$ cat config.mk
export PLATFORM = sky130hd
export DESIGN_NAME = ac97f_link_engine
export DESIGN_NICKNAME = d
export VERILOG_FILES = /design/src/rtl/ac97f_pkg.sv /design/src/rtl/ac97f_timebase.sv /design/src/rtl/ac97f_tx_ser.sv /design/src/rtl/ac97f_rx_des.sv /design/src/rtl/ac97f_link_engine.sv
export SDC_FILE = /design/constraint.sdc
export NUM_CORES = 1
export LEC_CHECK = 0
export CAP_MARGIN = 5
export CORE_ASPECT_RATIO = 2
export CORE_MARGIN = 5
export CORE_UTILIZATION = 35
export DETAILED_ROUTE_END_ITERATION = 10
export GPL_ROUTABILITY_DRIVEN = 0
export GPL_TIMING_DRIVEN = 0
export HOLD_SLACK_MARGIN = 0.06
export MAX_ROUTING_LAYER = met4
export PLACE_DENSITY = 0.71
export REMOVE_ABC_BUFFERS = 1
export SYNTH_ARGS = -nofsm -noshare
export SYNTH_HDL_FRONTEND = slang
export SYNTH_SLANG_ARGS = --single-unit
$ cat constraint.sdc
create_clock -name bclk -period 1.9 [get_ports bclk]
set_input_delay 0.38 -clock bclk [delete_from_list [all_inputs] [get_ports bclk]]
set_output_delay 0.38 -clock bclk [all_outputs]
set_load 0.01 [all_outputs]
$ cat src/rtl/ac97f_pkg.sv
package ac97f_pkg;

  // total bits in one frame: tag slot plus all data slots
  function automatic int unsigned frame_bits(input int unsigned tag_w,
                                             input int unsigned slot_w,
                                             input int unsigned n_slots);
    return tag_w + slot_w * n_slots;
  endfunction

  // true while a frame position lies inside the tag slot
  function automatic logic in_tag(input int unsigned pos, input int unsigned tag_w);
    return pos < tag_w;
  endfunction

endpackage

$ cat src/rtl/ac97f_timebase.sv
module ac97f_timebase #(
  parameter int unsigned TAG_W     = 16,
  parameter int unsigned FRAME_LEN = 256,
  parameter int unsigned RST_HOLD  = 4,
  localparam int unsigned POS_W    = $clog2(FRAME_LEN),
  localparam int unsigned HOLD_W   = $clog2(RST_HOLD + 1)
) (
  input  logic             bclk,
  input  logic             rst_n,
  output logic             codec_rst_n,
  output logic             sync,
  output logic             frame_load,
  output logic             frame_live,
  output logic [POS_W-1:0] bit_pos
);

  localparam logic [POS_W-1:0]  LAST      = POS_W'(FRAME_LEN - 1);
  localparam logic [HOLD_W-1:0] HOLD_LAST = HOLD_W'(RST_HOLD - 1);

  logic [HOLD_W-1:0] hold_q;
  logic              rel_q;
  logic [POS_W-1:0]  pos_q;
  logic [POS_W-1:0]  pos_nxt;
  logic              sync_q;
  logic              live_q;

  assign pos_nxt = (pos_q == LAST) ? '0 : pos_q + 1'b1;

  always_ff @(posedge bclk or negedge rst_n) begin
    if (!rst_n) begin
      hold_q <= '0;
      rel_q  <= 1'b0;
      pos_q  <= LAST;
      sync_q <= 1'b0;
      live_q <= 1'b0;
    end else if (!rel_q) begin
      if (hold_q == HOLD_LAST) rel_q <= 1'b1;
      else                     hold_q <= hold_q + 1'b1;
    end else begin
      pos_q  <= pos_nxt;
      sync_q <= ac97f_pkg::in_tag(int'(pos_nxt), TAG_W);
      if (pos_q == LAST) live_q <= 1'b1;
    end
  end

  assign codec_rst_n = rel_q;
  assign sync        = sync_q;
  assign frame_load  = rel_q && (pos_q == LAST);
  assign frame_live  = live_q;
  assign bit_pos     = pos_q;

endmodule

$ cat src/rtl/ac97f_tx_ser.sv
module ac97f_tx_ser #(
  parameter int unsigned TAG_W     = 16,
  parameter int unsigned SLOT_W    = 20,
  parameter int unsigned N_SLOTS   = 12,
  localparam int unsigned FRAME_LEN = TAG_W + SLOT_W * N_SLOTS
) (
  input  logic                      bclk,
  input  logic                      rst_n,
  input  logic                      load,
  input  logic [TAG_W-1:0]          tx_tag,
  input  logic [N_SLOTS*SLOT_W-1:0] tx_slots,
  input  logic [N_SLOTS-1:0]        tx_valid,
  output logic                      sdata_out
);

  logic [FRAME_LEN-1:0] frame_word;
  logic [FRAME_LEN-1:0] shift_q;

  assign frame_word[FRAME_LEN-1 -: TAG_W] = tx_tag;

  // slot 0 follows the tag; each later slot sits further toward the LSB
  for (genvar k = 0; k < N_SLOTS; k++) begin : g_slot
    assign frame_word[FRAME_LEN-1-TAG_W-k*SLOT_W -: SLOT_W] =
      tx_valid[k] ? tx_slots[k*SLOT_W +: SLOT_W] : '0;
  end

  always_ff @(posedge bclk or negedge rst_n) begin
    if (!rst_n)    shift_q <= '0;
    else if (load) shift_q <= frame_word;
    else           shift_q <= shift_q << 1;
  end

  assign sdata_out = shift_q[FRAME_LEN-1];

endmodule

$ cat src/rtl/ac97f_rx_des.sv
module ac97f_rx_des #(
  parameter int unsigned TAG_W     = 16,
  parameter int unsigned SLOT_W    = 20,
  parameter int unsigned N_SLOTS   = 12,
  localparam int unsigned FRAME_LEN = TAG_W + SLOT_W * N_SLOTS,
  localparam int unsigned POS_W     = $clog2(FRAME_LEN)
) (
  input  logic                      bclk,
  input  logic                      rst_n,
  input  logic                      live,
  input  logic [POS_W-1:0]          bit_pos,
  input  logic                      sdata_in,
  output logic [TAG_W-1:0]          rx_tag,
  output logic [N_SLOTS*SLOT_W-1:0] rx_slots,
  output logic                      rx_done
);

  localparam logic [POS_W-1:0] LAST = POS_W'(FRAME_LEN - 1);

  logic [FRAME_LEN-2:0] shift_q;
  logic [FRAME_LEN-1:0] full;
  logic [FRAME_LEN-1:0] frame_q;
  logic                 done_q;

  assign full = {shift_q, sdata_in};

  // capture side works on the falling edge, half a period after the codec drives
  always_ff @(negedge bclk or negedge rst_n) begin
    if (!rst_n) begin
      shift_q <= '0;
      frame_q <= '0;
      done_q  <= 1'b0;
    end else if (live) begin
      shift_q <= full[FRAME_LEN-2:0];
      if (bit_pos == LAST) begin
        frame_q <= full;
        done_q  <= 1'b1;
      end else begin
        done_q  <= 1'b0;
      end
    end
  end

  assign rx_tag  = frame_q[FRAME_LEN-1 -: TAG_W];
  assign rx_done = done_q;

  for (genvar k = 0; k < N_SLOTS; k++) begin : g_slot
    assign rx_slots[k*SLOT_W +: SLOT_W] = frame_q[FRAME_LEN-1-TAG_W-k*SLOT_W -: SLOT_W];
  end

endmodule

$ cat src/rtl/ac97f_link_engine.sv
module ac97f_link_engine #(
  parameter int unsigned TAG_W    = 16,
  parameter int unsigned SLOT_W   = 20,
  parameter int unsigned N_SLOTS  = 12,
  parameter int unsigned RST_HOLD = 4
) (
  input  logic                      bclk,
  input  logic                      rst_n,
  input  logic                      sdata_in,
  input  logic [TAG_W-1:0]          tx_tag,
  input  logic [N_SLOTS*SLOT_W-1:0] tx_slots,
  input  logic [N_SLOTS-1:0]        tx_valid,
  output logic                      sync,
  output logic                      sdata_out,
  output logic                      codec_rst_n,
  output logic                      tx_latch,
  output logic [TAG_W-1:0]          rx_tag,
  output logic [N_SLOTS*SLOT_W-1:0] rx_slots,
  output logic                      rx_done
);

  localparam int unsigned FRAME_LEN = ac97f_pkg::frame_bits(TAG_W, SLOT_W, N_SLOTS);
  localparam int unsigned POS_W     = $clog2(FRAME_LEN);

  // named internal events shared by the pieces below
  logic             frame_load;
  logic             frame_live;
  logic [POS_W-1:0] bit_pos;

  ac97f_timebase #(
    .TAG_W(TAG_W), .FRAME_LEN(FRAME_LEN), .RST_HOLD(RST_HOLD)
  ) u_tb (
    .bclk(bclk), .rst_n(rst_n), .codec_rst_n(codec_rst_n), .sync(sync),
    .frame_load(frame_load), .frame_live(frame_live), .bit_pos(bit_pos)
  );

  ac97f_tx_ser #(
    .TAG_W(TAG_W), .SLOT_W(SLOT_W), .N_SLOTS(N_SLOTS)
  ) u_tx (
    .bclk(bclk), .rst_n(rst_n), .load(frame_load), .tx_tag(tx_tag),
    .tx_slots(tx_slots), .tx_valid(tx_valid), .sdata_out(sdata_out)
  );

  ac97f_rx_des #(
    .TAG_W(TAG_W), .SLOT_W(SLOT_W), .N_SLOTS(N_SLOTS)
  ) u_rx (
    .bclk(bclk), .rst_n(rst_n), .live(frame_live), .bit_pos(bit_pos),
    .sdata_in(sdata_in), .rx_tag(rx_tag), .rx_slots(rx_slots), .rx_done(rx_done)
  );

  assign tx_latch = frame_load;

endmodule

### Word level (Yosys, flattened, before mapping)

Index checks and enable logic that the tools add are counted.

* reduce and logical (&&, ||, !) cells: 4
* $add $sub $neg: 2
* equality and inequality tests: 2
* magnitude comparators: 1
* bitwise operators: 2
* muxes and demuxes: 17

Operators by type and width (number)
* 256-bit two-way mux: 1
* 20-bit two-way mux: 12
* 8-bit by 1-bit adder with 8-bit output, second input constant: 1
* 8-bit equality test, second input constant: 1
* 8-bit by 5-bit less-than comparator with 1-bit output, second input constant: 1
* 8-bit two-way mux: 1
* 2-bit AND reduction: 3
* 3-bit by 1-bit adder with 3-bit output, second input constant: 1
* 3-bit by 2-bit equality test with 1-bit output, second input constant: 1
* 1-bit two-way mux: 3
* 1-bit inverter: 2
* 1-bit logical AND: 1

* logic and storage cells: 37
* bits in registers: 782
* output and inout port bits: 261
* bits of input ports: 271

### Depth between registers and ports, before layout

* depth after elaboration: 3
* depth in mapped cells: 9
* mapped depth without buffers: 6

### Modules after synthesis

Synthesis repeated with hierarchy kept, for this count alone.

* cell total of the unflattened synthesis: 1759
* area total of the unflattened synthesis: 28979.0 um2

Modules (own cells, without submodules)
* ac97f_rx_des: sequential area each 12812.3 um2, area each 19034.5 um2, times used 1, cells an instance 1086
* ac97f_tx_ser: sequential area each 6406.1 um2, area each 9205.1 um2, times used 1, cells an instance 603
* ac97f_timebase: sequential area each 360.3 um2, area each 739.5 um2, times used 1, cells an instance 70

==> impl_metrics.csv <==
group,metric,value,unit
run_status,status,"finished with violations",
run_status,violations,"setup timing",
power,p_leak,0.0221,uW
routing,routed_wl,94000,um
logic_synthesis,avgSynthCellArea,13.5,um2
critical_path,end_kind,"flip-flop",
clock_network,clkSinkCount,782,
clock_network,cts_tree,"built",
critical_path,arrival,2.66,ns
logic_synthesis,yosysSeqAreaShare,0.643,
logic_synthesis,netlist_area,30400,um2
critical_path,crit_fanout,29,
logic_synthesis,synth_common_cells,"528 x nand2_1, 512 x dfrtn_1, 294 x mux2_2",
finish,synthToLayoutAreaGrowth,42.5,%
floorplan,initial_core_util,0.351,
finish,fillers,7236,
sta,slew_viol_final,0,
floorplan,core_area,86700,um2
clock_network,h-tree-depth,3,
grt,grt_pass1_vias,20945,
finish,drive_above_1_share,0.420,
flow_run,drv_cap,0,
logic_synthesis,ys_async_sr_fraction,1.00,
clock_network,cts_root_buf,"clkbuf_16",
floorplan,fp.dieW,219,um
logic_synthesis,synth_area_leaders,"dfrtn_1 42%, dfrtp_1 22%, mux2_2 11%, mux2_4 11%, nand2_1 6.5%",
critical_path,critPathMaxStageDelay,0.56,ns
logic_synthesis,synth_cell_types,34,
clock_network,numCtsBuffers,73,
routing,ant_nets,0,
sta,worst_pin_slew,0.950,ns
critical_path,startpoint_type,"flip-flop",
routing,drt_iter0_drc,1045,
sta,slew_headroom,0.365,
logic_synthesis,ys.flop_type,"dfrtn_1",
clock_network,ctsLongestPathBuffers,3,
critical_path,crit_slowest_cell,"dfstp_2",
routing,dr.pass1.iters,5,
grt,gr-total-overflow,0,
floorplan,chipHeight,427,um
logic_synthesis,syn_inst,2249,
logic_synthesis,yosysWarnings,0,
power,peakVddDrop,0.802,mV
floorplan,pin_count,532,
routing,wl_met1,32800,um
logic_synthesis,synth_edf_count,0,
floorplan,rows,153,
sta,setup_ws,-1.26,ns
power,powerDensity,749,nW/um2
routing,num_vias,20583,
grt,antenna_found_initial,3,
finish,stdcell_count,4283,
routing,highest_layer,"met4",
logic_synthesis,synth_top_area_frac,0.421,
place,placed_cells,3820,
critical_path,critPathKind,"flip-flop to flip-flop",
place,detailed_place_hpwl,50700,um
critical_path,path_cells,"ha_4, and4_4, and2_4, nand2_8, buf_16, bufbuf_16, mux2_4",
routing,drc_errors,0,
sta,hold_violations,0,
sta,rsz0062_at_grt,"true",
floorplan,die_area,93300,um2
routing,wl_met3,8220,um
logic_synthesis,yosys.area.top_type,"dfrtn_1",
place,dp_slack,-2.66,ns
logic_synthesis,synth_most_common_cell,"nand2_1",
clock_network,clk_latency,0.64,ns
grt,grt_pass1_wl,128000,um
grt,grt_usage,0.185,
logic_synthesis,ys_ff_latch,782,
routing,wl_met2,48000,um
place,portBuffers,531,
critical_path,required,1.41,ns
finish,nets,3334,
sta,skew,0.0428,ns
clock_network,clk_pin_slew,0.06,ns
worst_hold_path,holdCritPathClass,"primary input to flip-flop",
critical_path,worstPathBufferInverterCount,2,
grt,grt_max_degree,129,
routing,wl_per_cell,22.0,um
routing,viasPerCell,4.81,
sta,setup_viol,1500,
critical_path,critical_path.top_delay_family,"flip-flops",
## through the flow
step	setup TNS (ns)	instance area [um2]	power, uW	utilization	hold WS [ns]
final	-939.65	43400	32500	0.500	0.261
after global routing	-1056.45	43400	33600	0.500	0.253
after CTS	-1012.35	41400	32800	0.477	-0.224
after detailed placement	-1657.49	36900	18100	0.426	0.420
after global placement	-	36400	17900	0.420	0.421
after floorplan	-7006.32	29700	17000	-	0.0844
## worst min-delay path: stages
cell and delay (ns):
clkdlybuf4s50_1 0.39, nand2_1 0.05, nand2_1 0.04
## sequential cells by signal, summed over array words and instances (netlist names)
| register | count |
|---|---|
| u_tx.shift_q | 256 |
| u_tb.frame_live | 1 |
| u_tb.hold_q | 3 |
| u_tb.bit_pos | 8 |
| u_tb.sync | 1 |
| u_tb.codec_rst_n | 1 |
| u_rx.rx_done | 1 |
| u_rx.frame_q | 256 |
| u_rx.shift_q | 255 |
## worst paths after layout
path                       slack [ns]  cells after the start                   startpoint                            end
hold reg to reg                  0.44                      2  u_tx.shift_q[225]$_DFF_PN0_    u_tx.shift_q[226]$_DFF_PN0_
max in group asynchronous       -0.59                      4                        rst_n  u_rx.frame_q[147]$_DFFE_NN0P_
hold / removal                   0.26                      3                    tx_tag[2]    u_tx.shift_q[242]$_DFF_PN0_
setup / recovery                -1.26                      7  u_tb.bit_pos[0]$_DFFE_PN1P_   u_rx.frame_q[49]$_DFFE_NN0P_
min in group asynchronous        0.45                      2                        rst_n     u_tx.shift_q[36]$_DFF_PN0_
setup reg to reg                -1.26                      7  u_tb.bit_pos[0]$_DFFE_PN1P_   u_rx.frame_q[49]$_DFFE_NN0P_
## layout by cell type, fill, tap and decap left out, types with 52 or more instances in the layout
cell type	count
dfrtn_1	512
nand2_1	462
mux2_2	293
clkdlybuf4s50_1	273
dfrtp_1	261
nand3_1	243
buf_4	228
mux2_4	220
buf_6	168
clkbuf_16	94
buf_2	89
buf_16	52
## logic make-up after synthesis
| logic type | Yosys count | share of synthesized area |
|---|---|---|
| DFF | 782 | 0.643 |
| xor gates and xnor gates | 4 | 0.00115 |
| AOI/OAI and AO/OA | 11 | 0.00247 |
| and+or+nand+nor | 791 | 0.109 |
| muxes | 514 | 0.217 |
| buffers and inverters | 144 | 0.0257 |
| adders and majority gates | 3 | 0.00123 |
## where the power goes
group / internal (uW) / switching [uW] / total (uW) / leakage [uW]
combinational: 557 / 521 / 1080 / 0.0111
clock: 8100 / 6620 / 14700 / 0.00116
sequential: 16700 / 0.825 / 16700 / 0.00981
## routing by layer
metal | vias to the layer above | GRT usage
li1 | 9217 | -
met3 | 211 | 0.0578
met1 | 10318 | 0.192
met5 | - | -
met4 | 0 | 0.0906
met2 | 837 | 0.318
## area by class of cell
type,count,area [um2],area share
antenna,3,7.51,0.000173
timing repair inverter,3,48.8,0.00112
tap,1162,1450,0.0335
inverter,5,45.0,0.00104
clock buffer,99,2020,0.0465
timing repair buffer,866,9390,0.217
multi-input combinational,1329,10500,0.242
clock inverter,34,349,0.00805
sequential,782,19600,0.451
## repair_timing
action                                  4_1_cts  5_1_grt
hold endpoints to repair                     63       63
endpoints found under the setup margin     1303     1501
gates resized for setup                     180     1061
gates cloned                                 46       26
pin swaps                                    62        1
buffers inserted                             41      213
No activity file was read; power rests on OpenSTA's default activity.
